### config.mk
export PLATFORM = sky130hd
export DESIGN_NAME = rx_addr_filter
export DESIGN_NICKNAME = d
export VERILOG_FILES = /design/src/rtl/rxf_pkg.sv /design/src/rtl/rxf_cam_store.sv /design/src/rtl/rxf_matcher.sv /design/src/rtl/rxf_loader.sv /design/src/rtl/rx_addr_filter.sv
export SDC_FILE = /design/constraint.sdc
export NUM_CORES = 2
export LEC_CHECK = 0
export BUFFER_PORTS_ARGS = -buffer_cell sky130_fd_sc_hd__buf_4
export CAP_MARGIN = 20
export CELL_PAD_IN_SITES_DETAIL_PLACEMENT = 2
export CELL_PAD_IN_SITES_GLOBAL_PLACEMENT = 2
export CORE_UTILIZATION = 31
export DETAILED_ROUTE_END_ITERATION = 12
export PLACE_DENSITY_LB_ADDON = 0.1
export SETUP_SLACK_MARGIN = 0.02
export SKIP_LAST_GASP = 1
export SYNTH_ARGS = -nofsm -noshare
export SYNTH_HDL_FRONTEND = slang
export SYNTH_SLANG_ARGS = --single-unit
export TNS_END_PERCENT = 5
### constraint.sdc
create_clock -name clk -period 10.07 [get_ports clk]
set_input_delay 3.021 -clock clk [delete_from_list [all_inputs] [get_ports clk]]
set_output_delay 3.021 -clock clk [all_outputs]
set_load 0.02 [all_outputs]
### src/rtl/rxf_pkg.sv
package rxf_pkg;
   localparam int MAC_W  = 48;
   localparam int WORD_W = 16;

   typedef enum logic [1:0] {
      KIND_PLAIN = 2'd0,
      KIND_MCAST = 2'd1,
      KIND_BCAST = 2'd2
   } frame_kind_e;

   typedef enum logic [1:0] {
      LD_IDLE  = 2'd0,
      LD_CHECK = 2'd1,
      LD_ISSUE = 2'd2,
      LD_WAIT  = 2'd3
   } ld_state_e;
endpackage

### src/rtl/rxf_cam_store.sv
module rxf_cam_store
   import rxf_pkg::*;
#(
   parameter int ENTRIES = 16,
   localparam int IDX_W  = $clog2(ENTRIES)
) (
   input  logic               clk,
   input  logic               rst_n,
   input  logic               wr_en,
   input  logic [IDX_W-1:0]   wr_idx,
   input  logic [MAC_W-1:0]   wr_addr,
   input  logic               mask_wr_en,
   input  logic [ENTRIES-1:0] mask_wr_data,
   input  logic [IDX_W-1:0]   rd_idx,
   input  logic [1:0]         rd_word,
   output logic [WORD_W-1:0]  rd_data,
   input  logic [MAC_W-1:0]   probe_addr,
   output logic [ENTRIES-1:0] hit_vec
);
   logic [MAC_W-1:0]   entry_q [ENTRIES];
   logic [ENTRIES-1:0] mask_q;
   logic [MAC_W-1:0]   sel_entry;

   always_ff @(posedge clk or negedge rst_n) begin
      if (!rst_n) begin
         for (int i = 0; i < ENTRIES; i++) entry_q[i] <= '0;
         mask_q <= '0;
      end else begin
         if (wr_en)      entry_q[wr_idx] <= wr_addr;
         if (mask_wr_en) mask_q <= mask_wr_data;
      end
   end

   // one comparator per entry, all in parallel
   for (genvar g = 0; g < ENTRIES; g++) begin : g_cmp
      assign hit_vec[g] = mask_q[g] && (entry_q[g] == probe_addr);
   end

   assign sel_entry = entry_q[rd_idx];

   always_comb begin
      case (rd_word)
         2'd0:    rd_data = sel_entry[15:0];
         2'd1:    rd_data = sel_entry[31:16];
         2'd2:    rd_data = sel_entry[47:32];
         default: rd_data = '0;
      endcase
   end
endmodule

### src/rtl/rxf_matcher.sv
module rxf_matcher
   import rxf_pkg::*;
#(
   parameter int ENTRIES = 16
) (
   input  logic               clk,
   input  logic               rst_n,
   input  logic               strobe,
   input  logic [MAC_W-1:0]   addr,
   input  logic               promisc,
   input  logic               all_mcast,
   input  logic               bcast,
   input  logic [ENTRIES-1:0] hit_vec,
   output logic               res_valid,
   output logic               res_accept,
   output frame_kind_e        res_kind
);
   logic        group_bit;
   logic        all_ones;
   logic        dec_accept;
   frame_kind_e dec_kind;

   assign group_bit = addr[0];
   assign all_ones  = &addr;

   // fixed priority: promiscuous unicast, group, broadcast, table
   always_comb begin
      dec_accept = 1'b0;
      dec_kind   = KIND_PLAIN;
      if (promisc && !group_bit) begin
         dec_accept = 1'b1;
      end else if (all_mcast && group_bit) begin
         dec_accept = 1'b1;
         dec_kind   = KIND_MCAST;
      end else if (bcast && all_ones) begin
         dec_accept = 1'b1;
         dec_kind   = KIND_BCAST;
      end else if (|hit_vec) begin
         dec_accept = 1'b1;
      end
   end

   always_ff @(posedge clk or negedge rst_n) begin
      if (!rst_n) begin
         res_valid  <= 1'b0;
         res_accept <= 1'b0;
         res_kind   <= KIND_PLAIN;
      end else begin
         res_valid  <= strobe;
         res_accept <= strobe && dec_accept;
         res_kind   <= strobe ? dec_kind : KIND_PLAIN;
      end
   end
endmodule

### src/rtl/rxf_loader.sv
module rxf_loader
   import rxf_pkg::*;
#(
   parameter int ENTRIES = 16,
   parameter int PTR_W   = 16,
   parameter int CNT_W   = 16,
   parameter int TEST_W  = 5,
   localparam int IDX_W  = $clog2(ENTRIES)
) (
   input  logic               clk,
   input  logic               rst_n,
   input  logic               start,
   input  logic [PTR_W-1:0]   ptr_init,
   input  logic [CNT_W-1:0]   cnt_init,
   input  logic               wide,
   output logic               busy,
   output logic               done,
   output logic               mem_rd_en,
   output logic [PTR_W-1:0]   mem_rd_addr,
   input  logic               mem_rd_valid,
   input  logic [WORD_W-1:0]  mem_rd_data,
   output logic               wr_en,
   output logic [IDX_W-1:0]   wr_idx,
   output logic [MAC_W-1:0]   wr_addr,
   output logic               mask_wr_en,
   output logic [ENTRIES-1:0] mask_wr_data
);
   localparam logic [PTR_W-1:0] STEP_NARROW = PTR_W'(8);
   localparam logic [PTR_W-1:0] STEP_WIDE   = PTR_W'(16);

   ld_state_e         state_q;
   logic [PTR_W-1:0]  ptr_q;
   logic [CNT_W-1:0]  cnt_q;
   logic [IDX_W-1:0]  idx_q;
   logic [1:0]        word_q;
   logic              mask_phase_q;
   logic              wide_q;
   logic [WORD_W-1:0] w1_q, w2_q;
   logic [PTR_W-1:0]  word_off;
   logic              rd_back;

   assign word_off    = wide_q ? (PTR_W'(word_q) << 2) : (PTR_W'(word_q) << 1);
   assign mem_rd_addr = ptr_q + word_off;
   assign mem_rd_en   = (state_q == LD_ISSUE);
   assign rd_back     = (state_q == LD_WAIT) && mem_rd_valid;

   assign wr_en        = rd_back && !mask_phase_q && (word_q == 2'd3);
   assign wr_idx       = idx_q;
   assign wr_addr      = {mem_rd_data, w2_q, w1_q};
   assign mask_wr_en   = rd_back && mask_phase_q;
   assign mask_wr_data = mem_rd_data[ENTRIES-1:0];

   always_ff @(posedge clk or negedge rst_n) begin
      if (!rst_n) begin
         state_q      <= LD_IDLE;
         ptr_q        <= '0;
         cnt_q        <= '0;
         idx_q        <= '0;
         word_q       <= '0;
         mask_phase_q <= 1'b0;
         wide_q       <= 1'b0;
         w1_q         <= '0;
         w2_q         <= '0;
         busy         <= 1'b0;
         done         <= 1'b0;
      end else begin
         done <= 1'b0;
         case (state_q)
            LD_IDLE: begin
               if (start) begin
                  ptr_q   <= ptr_init;
                  cnt_q   <= cnt_init;
                  wide_q  <= wide;
                  idx_q   <= '0;
                  busy    <= 1'b1;
                  state_q <= LD_CHECK;
               end
            end
            LD_CHECK: begin
               if (|cnt_q[TEST_W-1:0]) begin
                  word_q       <= 2'd1;
                  mask_phase_q <= 1'b0;
               end else begin
                  word_q       <= 2'd0;
                  mask_phase_q <= 1'b1;
               end
               state_q <= LD_ISSUE;
            end
            LD_ISSUE: state_q <= LD_WAIT;
            LD_WAIT: begin
               if (mem_rd_valid) begin
                  if (mask_phase_q) begin
                     busy    <= 1'b0;
                     done    <= 1'b1;
                     state_q <= LD_IDLE;
                  end else begin
                     case (word_q)
                        2'd1: begin
                           w1_q    <= mem_rd_data;
                           word_q  <= 2'd2;
                           state_q <= LD_ISSUE;
                        end
                        2'd2: begin
                           w2_q    <= mem_rd_data;
                           word_q  <= 2'd3;
                           state_q <= LD_ISSUE;
                        end
                        default: begin
                           cnt_q   <= cnt_q - 1'b1;
                           ptr_q   <= ptr_q + (wide_q ? STEP_WIDE : STEP_NARROW);
                           idx_q   <= idx_q + 1'b1;
                           state_q <= LD_CHECK;
                        end
                     endcase
                  end
               end
            end
            default: state_q <= LD_IDLE;
         endcase
      end
   end
endmodule

### src/rtl/rx_addr_filter.sv
module rx_addr_filter
   import rxf_pkg::*;
#(
   parameter int ENTRIES = 16,
   parameter int PTR_W   = 16,
   parameter int CNT_W   = 16,
   parameter int TEST_W  = 5,
   localparam int IDX_W  = $clog2(ENTRIES)
) (
   input  logic               clk,
   input  logic               rst_n,
   input  logic               mode_promisc,
   input  logic               mode_all_mcast,
   input  logic               mode_bcast,
   input  logic               reset_mode,
   input  logic               dst_valid,
   input  logic [47:0]        dst_addr,
   output logic               match_valid,
   output logic               match_accept,
   output logic [1:0]         match_kind,
   input  logic               load_start,
   input  logic [PTR_W-1:0]   load_ptr,
   input  logic [CNT_W-1:0]   load_count,
   input  logic               load_wide,
   output logic               load_busy,
   output logic               load_done,
   output logic               mem_rd_en,
   output logic [PTR_W-1:0]   mem_rd_addr,
   input  logic               mem_rd_valid,
   input  logic [15:0]        mem_rd_data,
   input  logic [IDX_W-1:0]   cam_sel,
   input  logic [1:0]         cam_word,
   output logic [15:0]        cam_rd_data
);
   if (ENTRIES < 2 || ENTRIES > WORD_W || (ENTRIES & (ENTRIES - 1)) != 0) begin : g_bad_entries
      $error("ENTRIES must be a power of two between 2 and the word width");
   end
   if (TEST_W < 1 || TEST_W > CNT_W) begin : g_bad_test
      $error("TEST_W must lie within CNT_W");
   end
   if (PTR_W < 8) begin : g_bad_ptr
      $error("PTR_W too small for descriptor stepping");
   end

   logic               wr_en, mask_wr_en;
   logic [IDX_W-1:0]   wr_idx;
   logic [MAC_W-1:0]   wr_addr;
   logic [ENTRIES-1:0] mask_wr_data;
   logic [ENTRIES-1:0] hit_vec;
   logic [WORD_W-1:0]  raw_rd;
   frame_kind_e        kind_q;

   rxf_loader #(
      .ENTRIES(ENTRIES), .PTR_W(PTR_W), .CNT_W(CNT_W), .TEST_W(TEST_W)
   ) u_loader (
      .clk(clk), .rst_n(rst_n),
      .start(load_start && !load_busy),
      .ptr_init(load_ptr), .cnt_init(load_count), .wide(load_wide),
      .busy(load_busy), .done(load_done),
      .mem_rd_en(mem_rd_en), .mem_rd_addr(mem_rd_addr),
      .mem_rd_valid(mem_rd_valid), .mem_rd_data(mem_rd_data),
      .wr_en(wr_en), .wr_idx(wr_idx), .wr_addr(wr_addr),
      .mask_wr_en(mask_wr_en), .mask_wr_data(mask_wr_data)
   );

   rxf_cam_store #(.ENTRIES(ENTRIES)) u_store (
      .clk(clk), .rst_n(rst_n),
      .wr_en(wr_en), .wr_idx(wr_idx), .wr_addr(wr_addr),
      .mask_wr_en(mask_wr_en), .mask_wr_data(mask_wr_data),
      .rd_idx(cam_sel), .rd_word(cam_word), .rd_data(raw_rd),
      .probe_addr(dst_addr), .hit_vec(hit_vec)
   );

   rxf_matcher #(.ENTRIES(ENTRIES)) u_match (
      .clk(clk), .rst_n(rst_n),
      .strobe(dst_valid), .addr(dst_addr),
      .promisc(mode_promisc), .all_mcast(mode_all_mcast), .bcast(mode_bcast),
      .hit_vec(hit_vec),
      .res_valid(match_valid), .res_accept(match_accept), .res_kind(kind_q)
   );

   assign match_kind  = kind_q;
   assign cam_rd_data = reset_mode ? raw_rd : '0;
endmodule

==> results by group <==
Clock tree
  – Library cell used as clock root buffer: sky130_fd_sc_hd__clkbuf_16
  – H-tree depth: 3
  – Hold bufs inserted after CTS: 0
  – Clock tree from TritonCTS: built
  – Number of sinks on the clock net: 853
  – Clock-pin slew on the worst setup and hold paths: 0.06 ns
  – Longest Clk Path Bufs: 3
  – Number of buffers inserted during clock tree synthesis: 109
  – Clock latency reported for the late side of the worst-skew pair: 0.77 ns
  – Gates resized, CTS repair: 0
  – Post-CTS Setup Repair Bufs: 0

Synthesis
  – Main area contributors after synthesis: sky130_fd_sc_hd__dfrtp_1 45%, sky130_fd_sc_hd__mux2_2 19%, sky130_fd_sc_hd__mux4_2 11%
  – Ranking of synthesized cells by instance count: 853 x sky130_fd_sc_hd__dfrtp_1, 819 x sky130_fd_sc_hd__mux2_2, 387 x sky130_fd_sc_hd__xor2_1
  – Number of warning messages in the yosys log: 0
  – Syn Area/Cell: 13.1 µm²
  – Number of register bits inferred by synthesis: 853
  – Most used flip-flop cell after synthesis: sky130_fd_sc_hd__dfrtp_1
  – Number of different library cells in the post-synthesis netlist: 52
  – Count of flip-flops with a built-in enable after synthesis: 0
  – Synth area leader: sky130_fd_sc_hd__dfrtp_1
  – Ys async rst share: 1.00
  – Yosys top cell area share: 0.447
  – Mapped Nets: 3778
  – Netlist Area Pre-Place: 47800 µm²
  – Leading cell type by number of instances after synthesis: sky130_fd_sc_hd__dfrtp_1
  – Number of instances in the synthesized netlist: 3651
  – Share of the yosys chip area belonging to registers: 0.447

Run
  – Total of max-cap violations: 0

STA
  – RSZ-0062 raised after global routing: false
  – Clock skew after layout: 0.0374 ns
  – Sum of negative setup slack: 0 ns
  – Final setup violation count: 0
  – Max Slew Vio Count: 0
  – Final min period: 9.33 ns
  – Worst Tran Pin Value: 1.29 ns
  – Relative slew margins: 0.132
  – Highest clock rate: 0.107 GHz
  – Period utilization: 0.927
  – Hold Fails Final Rpt: 0

Routing
  – Pre-Repair DR Iteration Count: 6
  – Vias: 34500
  – Average detailed-routed wire length per instance: 48.5 µm
  – # DRC: 0
  – First DRT Iteration DRCs: 3928
  – Routed wire length: 281000 µm
  – Via-per-instance ratio: 5.96
  – Number of antenna-violating nets in the routed design: 0

Placed design
  – Area after detailed placement: 51000 µm²
  – IO Port Bufs: 139
  – Post-detailed-placement half-perimeter wirelength: 209000 µm
  – GP Congestion: 0.987

Run status
  – Result of the run: finished, final reports clean

Pwr
  – Switching part of the total power: 0.410
  – Relative contribution of the clock network to total power: 0.287
  – Part of the power in combinational logic: 0.327
  – Leakage dissipation: 0.0251 µW
  – Flop pwr share: 0.386
  – Net switching power: 6220 µW
  – Worst IR Drop VDD: 0.154 mV
  – Total chip power: 15200 µW
  – Int Power: 8960 µW
  – Power Dens Cells: 276 nW/µm²

Critical path
  – Critical Path RT: 7.05 ns
  – Slowest cell on the critical path: sky130_fd_sc_hd__mux4_2
  – CP Max Fanout: 32
  – Setup crit start kind: primary input
  – Number of cells on the worst reg-to-reg path: 7
  – Slowest stage delay, CP: 0.56 ns
  – Crit Path Category: primary input to output port
  – Data arrival, critical path: 6.31 ns
  – Cells along the critical path: buf_8 -> buf_4 -> mux4_2 -> mux4_2 -> mux2i_1 -> o22ai_1 -> and2_1 -> buf_4
  – Type of destination of the critical path: output port

Die
  – Site Rows: 143
  – Total I/O pin count: 151
  – Initial Utilization: 0.314
  – Die footprint: 156000 µm²
  – Die height: 395 µm
  – Width of the die: 395 µm
  – Core ar.: 152000 µm²

Final layout
  – Non-Filler Cell Area, Final: 55000 µm²
  – Ratio of cells with drive above 1 in the final layout: 0.399
  – Area growth syn-to-layout: 15.0%
  – Number of nets in the layout: 3791

Global routing
  – GRT Overall Usage: 0.358
  – First-pass GRT wire length: 369000 µm
  – Maximum number of pins on one net before global-route repair: 154
  – Number of antenna violations at the first check in global routing: 29
  – Number of global-route vias before repair: 35900
  – Global route overflow: 0

Worst hold path
  – Class of the tightest hold or removal check: register to register
  – Number of cells on the worst hold path: 1
-- state kept, by name, indices dropped and copies added, names as in the netlist --
name / cells
u_loader.w2_q: 16
u_match.res_valid: 1
u_loader.w1_q: 16
u_match.res_accept: 1
u_store.entry_q: 768
u_loader.wr_idx: 4
u_loader.word_q: 2
u_loader.done: 1
u_loader.ptr_q: 16
u_loader.cnt_q: 5
u_loader.state_q: 2
u_loader.busy: 1
u_loader.wide_q: 1
u_loader.mask_phase_q: 1
u_match.res_kind: 2
u_store.mask_q: 16
-- path summary, 6_finish.rpt --
| kind | slack [ns] | to | startpoint |
|---|---|---|---|
| hold / removal | 0.50 | u_store.mask_q[4] | u_store.mask_q[4] |
| setup reg to reg | 5.50 | u_match.res_accept | u_store.entry_q[181] |
| max in group asynchronous | 5.78 | u_store.entry_q[765] | rst_n |
| hold reg to reg | 0.50 | u_store.mask_q[4] | u_store.mask_q[4] |
| min in group asynchronous | 2.29 | u_store.entry_q[414] | rst_n |
| setup / recovery | 0.74 | cam_rd_data[12] | cam_sel[0] |
-- power by group through the flow --
stage,Combinational (µW),Sequential [µW],Clock [µW]
floorplan,2770,5090,0
global route,5040,5950,4530
CTS,4870,5810,4420
detailed placement,4840,5860,0
global placement,4740,5770,0
finish,4970,5860,4350
-- metal layers --
layer,vias up,wire length (µm),track usage,part of all wire
met1,19300,120000,0.487,0.43
met5,-,120,0,0.00043
met3,424,18600,0.0635,0.066
met4,18,18000,0.193,0.064
met2,1485,124000,0.542,0.44
li1,13300,-,-,-
-- critical path: cells and delay by family --
family | cells | cell delay [ns]
multiplexers | 3 | 1.57
AO/OA/AOI/OAI | 1 | 0.40
buffers and inverters | 3 | 0.91
AND/OR/NAND/NOR | 1 | 0.29
-- metrics by stage --
stage	utilization	hold WS, ns	worst slack, ns	cells
after floorplan	-	0.471	2.05	3651
after global placement	0.334	0.480	0.797	5571
after detailed placement	0.334	0.488	0.754	5578
after CTS	0.360	0.505	0.737	5781
after global routing	0.360	0.529	0.727	5786
final	0.360	0.504	0.739	5788
-- cell type report --
type	instances	area (µm²)
Fill cell	15500	97500
Multi-Input combinational cell	2403	25000
Sequential cell	853	21300
Clock buffer	143	3070
Tap cell	2030	2540
Timing Repair Buffer	223	1820
Clock inverter	60	848
Inverter	74	278
Antenna cell	2	5.00
-- layout by cell type (no fill, tap or decap), types with 19 or more instances in the layout --
master                      synthesis  final
sky130_fd_sc_hd__a21oi_1           34     34
sky130_fd_sc_hd__buf_4             11    203
sky130_fd_sc_hd__clkbuf_16          0    110
sky130_fd_sc_hd__clkbuf_8           0     19
sky130_fd_sc_hd__clkinv_2           0     26
sky130_fd_sc_hd__dfrtp_1          853    853
sky130_fd_sc_hd__inv_1             74     74
sky130_fd_sc_hd__mux2_2           819    819
sky130_fd_sc_hd__mux4_2           240    240
sky130_fd_sc_hd__nand2_1           40     28
sky130_fd_sc_hd__nand3_1           28     23
sky130_fd_sc_hd__nand4_1          117    117
sky130_fd_sc_hd__nor2_1            44     44
sky130_fd_sc_hd__nor3_1            23     22
sky130_fd_sc_hd__nor4_1           115    108
sky130_fd_sc_hd__o21ai_0           33     33
sky130_fd_sc_hd__o22ai_1           38     38
sky130_fd_sc_hd__xnor2_1          338    338
sky130_fd_sc_hd__xor2_1           387    387
-- kinds of logic after synthesis --
logic type,count (synthesis),synth area share
AO/OA/AOI/OAI,159,0.0217
AND/OR/NAND/NOR,427,0.0504
adder cells (fa/ha/maj),15,0.00424
multiplexers,1077,0.310
XOR/XNOR,725,0.133
buffers and inverters,395,0.0343
flip-flops,853,0.447
Power figures use the tool's default switching activity.
